### src/rtl/dpt_pkg.sv
package dpt_pkg;

  typedef struct packed {
    logic wide;
    logic right;
    logic down;
  } dpt_mode_t;

  // Tick at which the horizontal start pulse rises on a line of given parity.
  function automatic int hst_start(input int dly, input int shift, input logic odd);
    return odd ? dly + shift : dly;
  endfunction

  // Length of the horizontal clock window in ticks.
  function automatic int hck_span(input int count, input int half);
    return count * half;
  endfunction

  // Last tick any horizontal activity can reach, for counter sizing.
  function automatic int line_extent(input int dly, input int shift, input int su,
                                     input int ho, input int cw, input int cn,
                                     input int half);
    int big;
    big = (cw > cn) ? cw : cn;
    return dly + shift + su + ho + big * half + 2;
  endfunction

endpackage

### src/rtl/dpt_mode_latch.sv
module dpt_mode_latch
  import dpt_pkg::*;
(
  input  logic      clk,
  input  logic      rst_n,
  input  logic      vs_edge,
  input  dpt_mode_t mode_in,
  output dpt_mode_t mode_q
);

  always_ff @(posedge clk) begin
    if (!rst_n) begin
      mode_q <= '{wide: 1'b1, right: 1'b1, down: 1'b1};
    end else if (vs_edge) begin
      mode_q <= mode_in;
    end
  end

endmodule

### src/rtl/dpt_vscan.sv
module dpt_vscan #(
  parameter int V_LINES = 480
) (
  input  logic clk,
  input  logic rst_n,
  input  logic vs_edge,
  input  logic hs_edge,
  output logic first_line,
  output logic vst_o,
  output logic vck_o
);

  localparam int VL_W = $clog2(V_LINES + 1);

  logic [VL_W-1:0] vline_q;
  logic            fresh_q;

  assign first_line = fresh_q;

  always_ff @(posedge clk) begin
    if (!rst_n) begin
      fresh_q <= 1'b0;
      vst_o   <= 1'b0;
      vck_o   <= 1'b0;
      vline_q <= VL_W'(V_LINES);
    end else if (vs_edge) begin
      fresh_q <= 1'b1;
      vck_o   <= 1'b0;
    end else if (hs_edge) begin
      if (fresh_q) begin
        fresh_q <= 1'b0;
        vst_o   <= 1'b1;
        vline_q <= '0;
      end else begin
        vst_o <= 1'b0;
        if (vline_q < VL_W'(V_LINES)) begin
          vck_o   <= ~vck_o;
          vline_q <= vline_q + 1'b1;
        end
      end
    end
  end

endmodule

### src/rtl/dpt_hscan.sv
module dpt_hscan
  import dpt_pkg::*;
#(
  parameter int WIDE_COUNT   = 357,
  parameter int NARROW_COUNT = 268,
  parameter int HCK_HALF     = 4,
  parameter int H_DELAY      = 16,
  parameter int ODD_SHIFT    = 3,
  parameter int HST_SETUP    = 2,
  parameter int HST_HOLD     = 2
) (
  input  logic       clk,
  input  logic       rst_n,
  input  logic       hs_edge,
  input  logic       first_line,
  input  logic       wide,
  input  logic       right,
  output logic       line_odd,
  output logic       win_act,
  output logic       hst_o,
  output logic       hck1_o,
  output logic       hck2_o,
  output logic       pol_o,
  output logic       blank_o,
  output logic       side_blk_o,
  output logic [2:0] sh_o
);

  localparam int MAX_END    = line_extent(H_DELAY, ODD_SHIFT, HST_SETUP, HST_HOLD,
                                          WIDE_COUNT, NARROW_COUNT, HCK_HALF);
  localparam int CNT_W      = $clog2(MAX_END + 1);
  localparam int PH_W       = $clog2(HCK_HALF);
  localparam int WIDE_LEN   = hck_span(WIDE_COUNT, HCK_HALF);
  localparam int NARROW_LEN = hck_span(NARROW_COUNT, HCK_HALF);

  logic [CNT_W-1:0] cnt_q;
  logic             on_q;
  logic             odd_q;
  logic             pol_q;
  logic [PH_W-1:0]  ph_q;
  logic             slot_odd_q;

  logic [CNT_W-1:0] start_t, win_beg, win_end, hst_end, win_len;
  logic             slot_wrap;

  assign line_odd = odd_q;
  assign pol_o    = pol_q;

  always_comb begin
    start_t = CNT_W'(hst_start(H_DELAY, ODD_SHIFT, odd_q));
    win_len = wide ? CNT_W'(WIDE_LEN) : CNT_W'(NARROW_LEN);
    win_beg = start_t + CNT_W'(HST_SETUP);
    win_end = win_beg + win_len;
    hst_end = start_t + CNT_W'(HST_SETUP + HST_HOLD);
  end

  assign win_act   = on_q && (cnt_q >= win_beg) && (cnt_q < win_end);
  assign slot_wrap = (ph_q == PH_W'(HCK_HALF - 1));

  // Tick counter, line parity and polarity
  always_ff @(posedge clk) begin
    if (!rst_n) begin
      cnt_q <= '0;
      on_q  <= 1'b0;
      odd_q <= 1'b0;
      pol_q <= 1'b0;
    end else if (hs_edge) begin
      cnt_q <= '0;
      on_q  <= 1'b1;
      odd_q <= first_line ? 1'b0 : ~odd_q;
      pol_q <= ~pol_q;
    end else if (on_q && cnt_q != CNT_W'(MAX_END)) begin
      cnt_q <= cnt_q + 1'b1;
    end
  end

  // Slot phase engine inside the clock window
  always_ff @(posedge clk) begin
    if (!rst_n || hs_edge) begin
      ph_q       <= '0;
      slot_odd_q <= 1'b0;
    end else if (win_act) begin
      ph_q <= slot_wrap ? '0 : ph_q + 1'b1;
      if (slot_wrap) slot_odd_q <= ~slot_odd_q;
    end
  end

  assign hst_o      = on_q && (cnt_q >= start_t) && (cnt_q < hst_end);
  assign hck1_o     = win_act && !slot_odd_q && (ph_q != '0);
  assign hck2_o     = win_act &&  slot_odd_q && (ph_q != '0);
  assign blank_o    = !win_act;
  assign side_blk_o = !wide && !win_act;

  always_comb begin
    sh_o = 3'b000;
    if (win_act) begin
      if (ph_q == PH_W'(1))      sh_o = right ? 3'b010 : 3'b100;
      else if (ph_q == PH_W'(2)) sh_o = 3'b001;
      else if (ph_q == PH_W'(3)) sh_o = right ? 3'b100 : 3'b010;
    end
  end

endmodule

### src/rtl/dpt_scan_gen.sv
module dpt_scan_gen
  import dpt_pkg::*;
#(
  parameter int V_LINES      = 480,
  parameter int WIDE_COUNT   = 357,
  parameter int NARROW_COUNT = 268,
  parameter int HCK_HALF     = 4,
  parameter int H_DELAY      = 16,
  parameter int ODD_SHIFT    = 3,
  parameter int HST_SETUP    = 2,
  parameter int HST_HOLD     = 2
) (
  input  logic       clk,
  input  logic       rst_n,
  input  logic       hsync_i,
  input  logic       vsync_i,
  input  logic       wide_i,
  input  logic       right_i,
  input  logic       down_i,
  output logic       vst_o,
  output logic       vck_o,
  output logic       hst_o,
  output logic       hck1_o,
  output logic       hck2_o,
  output logic       wid_o,
  output logic       rgt_o,
  output logic       dwn_o,
  output logic       pol_o,
  output logic       blank_o,
  output logic       side_blk_o,
  output logic [2:0] sh_o
);

  logic      hs_prev, vs_prev;
  logic      hs_edge, vs_edge;
  logic      first_line, line_odd, win_act;
  dpt_mode_t mode_in, mode_q;

  always_ff @(posedge clk) begin
    if (!rst_n) begin
      hs_prev <= 1'b0;
      vs_prev <= 1'b0;
    end else begin
      hs_prev <= hsync_i;
      vs_prev <= vsync_i;
    end
  end

  assign hs_edge = hsync_i && !hs_prev;
  assign vs_edge = vsync_i && !vs_prev;
  assign mode_in = '{wide: wide_i, right: right_i, down: down_i};

  dpt_mode_latch u_mode (
    .clk(clk), .rst_n(rst_n), .vs_edge(vs_edge), .mode_in(mode_in), .mode_q(mode_q)
  );

  dpt_vscan #(.V_LINES(V_LINES)) u_vscan (
    .clk(clk), .rst_n(rst_n), .vs_edge(vs_edge), .hs_edge(hs_edge),
    .first_line(first_line), .vst_o(vst_o), .vck_o(vck_o)
  );

  dpt_hscan #(
    .WIDE_COUNT(WIDE_COUNT), .NARROW_COUNT(NARROW_COUNT), .HCK_HALF(HCK_HALF),
    .H_DELAY(H_DELAY), .ODD_SHIFT(ODD_SHIFT), .HST_SETUP(HST_SETUP), .HST_HOLD(HST_HOLD)
  ) u_hscan (
    .clk(clk), .rst_n(rst_n), .hs_edge(hs_edge), .first_line(first_line),
    .wide(mode_q.wide), .right(mode_q.right), .line_odd(line_odd), .win_act(win_act),
    .hst_o(hst_o), .hck1_o(hck1_o), .hck2_o(hck2_o), .pol_o(pol_o),
    .blank_o(blank_o), .side_blk_o(side_blk_o), .sh_o(sh_o)
  );

  assign wid_o = mode_q.wide;
  assign rgt_o = mode_q.right;
  assign dwn_o = mode_q.down;

endmodule

### config.mk
export PLATFORM = sky130hd
export DESIGN_NAME = dpt_scan_gen
export DESIGN_NICKNAME = d
export VERILOG_FILES = /design/src/rtl/dpt_pkg.sv /design/src/rtl/dpt_mode_latch.sv /design/src/rtl/dpt_vscan.sv /design/src/rtl/dpt_hscan.sv /design/src/rtl/dpt_scan_gen.sv
export SDC_FILE = /design/constraint.sdc
export NUM_CORES = 1
export LEC_CHECK = 0
export BUFFER_PORTS_ARGS = -buffer_cell sky130_fd_sc_hd__buf_2
export CORE_ASPECT_RATIO = 1.1
export CORE_MARGIN = 2
export CORE_UTILIZATION = 51
export DETAILED_ROUTE_END_ITERATION = 10
export PLACE_DENSITY = 0.71
export RECOVER_POWER = 50
export SLEW_MARGIN = 20
export SYNTH_ARGS = -nofsm -noshare
export SYNTH_HDL_FRONTEND = slang
export SYNTH_SLANG_ARGS = --single-unit
### constraint.sdc
create_clock -name clk -period 3.5 [get_ports clk]
set_input_delay 0.35 -clock clk [delete_from_list [all_inputs] [get_ports clk]]
set_output_delay 0.35 -clock clk [all_outputs]
set_load 0.03 [all_outputs]
==> impl_summary.md <==
Worst setup path
The worst setup path is launched from a register. The biggest fanout along the worst timing path is 7. The critical path data required time is 3.15 ns. In this run the critical register-to-register path is launched from u_hscan.line_odd. The slowest stage cell on the critical path is sky130_fd_sc_hd__dfxtp_1. The cell family contributing the most delay on the critical path is simple AND/OR/NAND/NOR gates. Together, buffers and inverters on the worst path number 2.

The signal on the critical path passes through inv_1, ha_1, a211oi_1, o21ai_0, nor3_1, nand2_1, nor3b_1, buf_2. For the worst flop-to-flop path, the logic depth is 8. The worst setup slack for register-to-register paths is 1.25 ns. The worst path arrival time is 2.58 ns.

The largest single stage delay on the critical path is 0.41 ns. The critical path is of the register to output pin type. The critical register-to-register path endpoint is u_hscan.ph_q[1].

The kind of capture point of the worst setup path is an output pin.

CTS
The number of setup buffers added after CTS is 0. The later-pin clock latency in the skew report is 0.28 ns. The clock sink total is 34.

The CTS tree is built. The clock-pin slew on the worst setup and hold paths is 0.07 ns. The H-tree was split into 2 levels. The number of buffers inserted by hold repair at cts is 0.

The clock root buffer master is sky130_fd_sc_hd__clkbuf_8. Buffers inserted during clock tree synthesis total 5. Gates resized during post-CTS repair numbered 0.

The number of buffers on the longest clock path is 2.

Power
In this run switching power makes up 24.50% of total power. The worst supply voltage drop on vdd is 0.3188 mV. The combinational share of power is 10.0%. For this design the ratio of total power to cell area is 392.0 mW/mm².

Cell internal power was estimated by the tool at 0.6421 mW. The net switching power is 0.2083 mW. The clock network burns 41.6% of the power. Sequential cells account for 48.4% of the total power. Summing internal, switching and leakage power gives 0.8504 mW. The leakage power total is 0.9202 nW.

Route
The detailed router finished its first iteration with 97 violations. The via density per instance is 5.398. Across all layers, the routed design uses 1614 vias. The pre-antenna-repair detailed-routing pass consisted of 4 iterations. In the final routed layout, each cell accounts on average for 12.49 µm. The post-detailed-routing wire length is 3736 µm. The number of remaining DRC errors is 0.

The remaining antenna violation count after routing is 0.

Floorplanning
The die span in y is 69.26 µm. 21 I/O pins were placed. The cell row count is 23. The core footprint is 0.003684 mm². The floorplan step defined a die boundary enclosing 0.004386 mm². The die width is 63.33 µm.

The initial cell density of the core is 53.60%.

Synthesis
In this run, synthesis produced a sequential element count of 34. The most numerous cell in the Yosys netlist is sky130_fd_sc_hd__dfxtp_1. The share of synthesized area occupied by flip-flops and latches is 34.47%. Yosys printed 0 warnings. The library cell with the largest summed area after synthesis is sky130_fd_sc_hd__dfxtp_1. The number of different library cells used by synthesis comes to 43. The number of enable-type register cells in the synthesized netlist is 0. The synthesized design devotes to its leading area cell type 34.47% of total area. By count the netlist is led by sky130_fd_sc_hd__dfxtp_1 (34), sky130_fd_sc_hd__nand2_1 (24), sky130_fd_sc_hd__nor2_1 (20). The average instance in the mapped netlist occupies 8.660 µm². In the synthesized netlist the dominant register cell turns out to be sky130_fd_sc_hd__dfxtp_1. Of all flip-flops after synthesis, the portion carrying an async set or reset was 0%. Ranked by total cell area, the synthesized netlist is headed by sky130_fd_sc_hd__dfxtp_1 (34%), sky130_fd_sc_hd__ha_1 (12%), sky130_fd_sc_hd__nand2_1 (4.6%). The synthesized cell area is 0.001974 mm². The net count after synthesis is 254. Synthesis produced a netlist whose cell count is 228.

Timing
The worst slew slack as a fraction of its limit is 50.31%. The worst-case setup margin in the final layout is 0.5733 ns. The setup-violating endpoint count in the final report is 0. Subtracting the final worst setup slack from the clock period gives 2.927 ns. Setup repair after global routing left no endpoint under its margin.

The final clock period utilization by the worst path is 83.62%. At the pin with the least slew margin, the transition time is 0.7453 ns. The number of pins exceeding their max-slew limit in the final report is 0.

The timing-limited maximum frequency is 341.7 MHz. The number of endpoints with negative hold slack in the final report is 0. The total negative setup slack is 0 ns. The worst-case clock skew is 0.005592 ns.

Global route
Entering global routing, the biggest net connects 22 pins. After global routing the overflow that remains totals 0. The via count of the first global-routing pass came to 1418. The initial antenna violation count is 0. In the global route stage, overall resource usage came out at 18.04%.

The first global-routing pass estimated 6354 µm of wire.

Place
The count of buffers inserted at the top-level ports is 20. Detailed placement finished with a half-perimeter wire length of 2703 µm. Once placement completed, the tool counted placed cells totaling 291. The worst-case setup slack after placement is 0.8608 ns. The weighted congestion reported at the end of routability-driven placement is 0.8569.

Final layout
For this run, the share of the core covered by cells in the final layout is 58.90%. The number of filler instances in the final layout is 339. Cells with a size suffix above 1 make up 9.639% of the layout. The final non-filler cell total is 299. The antenna diode count is 0.

Relative to the synthesized area, the layout overhead comes to 9.886%. For this run, the post-layout net count is 274. Registers take 680.7 µm². The area occupied by multi-input gates is 0.001174 mm².

Worst hold path
The hold-critical path depth is 3. The hold path startpoint is right_i. The path class of the lowest-slack min-delay path is primary input to register.

For hold timing, the worst endpoint is u_mode.mode_q[1].

Job
The total of max-cap violations is 0.

Run status
The flow ran to the end, and the final reports show no timing, DRC or antenna violations.
## state kept, by name, summed over array words and instances (netlist names), 2 cells and up
signal / count
u_hscan.cnt_q: 11
u_vscan.vline_q: 9
u_mode.mode_q: 3
u_hscan.ph_q: 2
## metrics by stage
step,instance area (µm²),hold WS [ns]
finish,2170,0.2757
global route,2170,0.2699
CTS,2178,0.2697
detailed placement,2069,0.4589
global placement,2069,0.4525
floorplan,1974,0.4640
## worst reg2reg max path, delay by kind of cell (launching register included)
family | cells | cell delay [ns]
compound gates | 1 | 0.22
fa+ha+maj | 2 | 0.56
buf+inv | 1 | 0.04
flops | 1 | 0.36
mux | 1 | 0.21
simple gates | 3 | 0.79
## how the worst max path moves through the flow
stage / end / depth (start not counted) / slack [ns] / from
4_1_cts: hck2_o / 8 / 0.53 / u_mode.mode_q[2]
3_3_place_gp: hck2_o / 8 / 0.94 / u_mode.mode_q[2]
5_1_grt: hck2_o / 8 / 0.27 / u_mode.mode_q[2]
2_1_floorplan: hck2_o / 7 / 0.26 / u_mode.mode_q[2]
6_report: hck2_o / 8 / 0.57 / u_mode.mode_q[2]
3_5_place_dp: hck2_o / 8 / 0.86 / u_mode.mode_q[2]
## final cells by class
class                           count  share of cell area, %
Clock buffer                        5                  3.172
Clock inverter                      3                  1.845
Inverter                           14                  2.422
Multi-Input combinational cell    173                  54.09
Sequential cell                    34                  31.37
Tap cell                           50                  2.884
Timing Repair Buffer               20                  4.210
## placed cells by master, fill, tap and decap left out, types with 3 or more instances in the layout
cell type	synthesis	layout
sky130_fd_sc_hd__dfxtp_1	34	34
sky130_fd_sc_hd__nand2_1	24	24
sky130_fd_sc_hd__nor2_1	20	20
sky130_fd_sc_hd__ha_1	19	19
sky130_fd_sc_hd__inv_1	14	14
sky130_fd_sc_hd__buf_2	1	13
sky130_fd_sc_hd__o21ai_0	11	11
sky130_fd_sc_hd__xnor2_1	10	10
sky130_fd_sc_hd__a21oi_1	9	9
sky130_fd_sc_hd__nor3_1	9	9
sky130_fd_sc_hd__and3_1	7	7
sky130_fd_sc_hd__xor2_1	7	7
sky130_fd_sc_hd__clkbuf_1	3	7
sky130_fd_sc_hd__nor2b_1	5	5
sky130_fd_sc_hd__nand4_1	5	5
sky130_fd_sc_hd__mux2i_1	5	5
sky130_fd_sc_hd__clkbuf_8	0	5
sky130_fd_sc_hd__nand2b_1	4	4
sky130_fd_sc_hd__nor4_1	3	3
sky130_fd_sc_hd__a211oi_1	3	3
sky130_fd_sc_hd__or3_1	3	3
## logic make-up (layout without fill, tap and decap cells)
family / count (synthesis) / count (layout) / share of synthesized area [%]
muxes: 5 / 5 / 2.535
buffers and inverters: 21 / 42 / 6.083
AOI/OAI and AO/OA: 36 / 36 / 11.91
and+or+nand+nor: 96 / 96 / 25.41
xor gates and xnor gates: 17 / 17 / 7.541
DFF: 34 / 34 / 34.47
adders and majority gates: 19 / 19 / 12.04
## power by group through the flow
stage,combinational [mW],clock (mW),sequential (mW)
detailed placement,0.0861,0,0.420
global placement,0.0850,0,0.419
floorplan,0.0604,0,0.424
global route,0.0956,0.382,0.413
CTS,0.0870,0.364,0.411
finish,0.0847,0.354,0.412
## layer usage
| layer | track usage, % | vias to the layer above | wire length, µm |
|---|---|---|---|
| met5 | 0 | - | 0 |
| met4 | 7.488 | 0 | 57 |
| met3 | 5.195 | 6 | 159 |
| met2 | 27.60 | 27 | 1715 |
| met1 | 23.74 | 754 | 1804 |
| li1 | - | 827 | - |
Note: power is estimated with default switching activity, not from simulation.
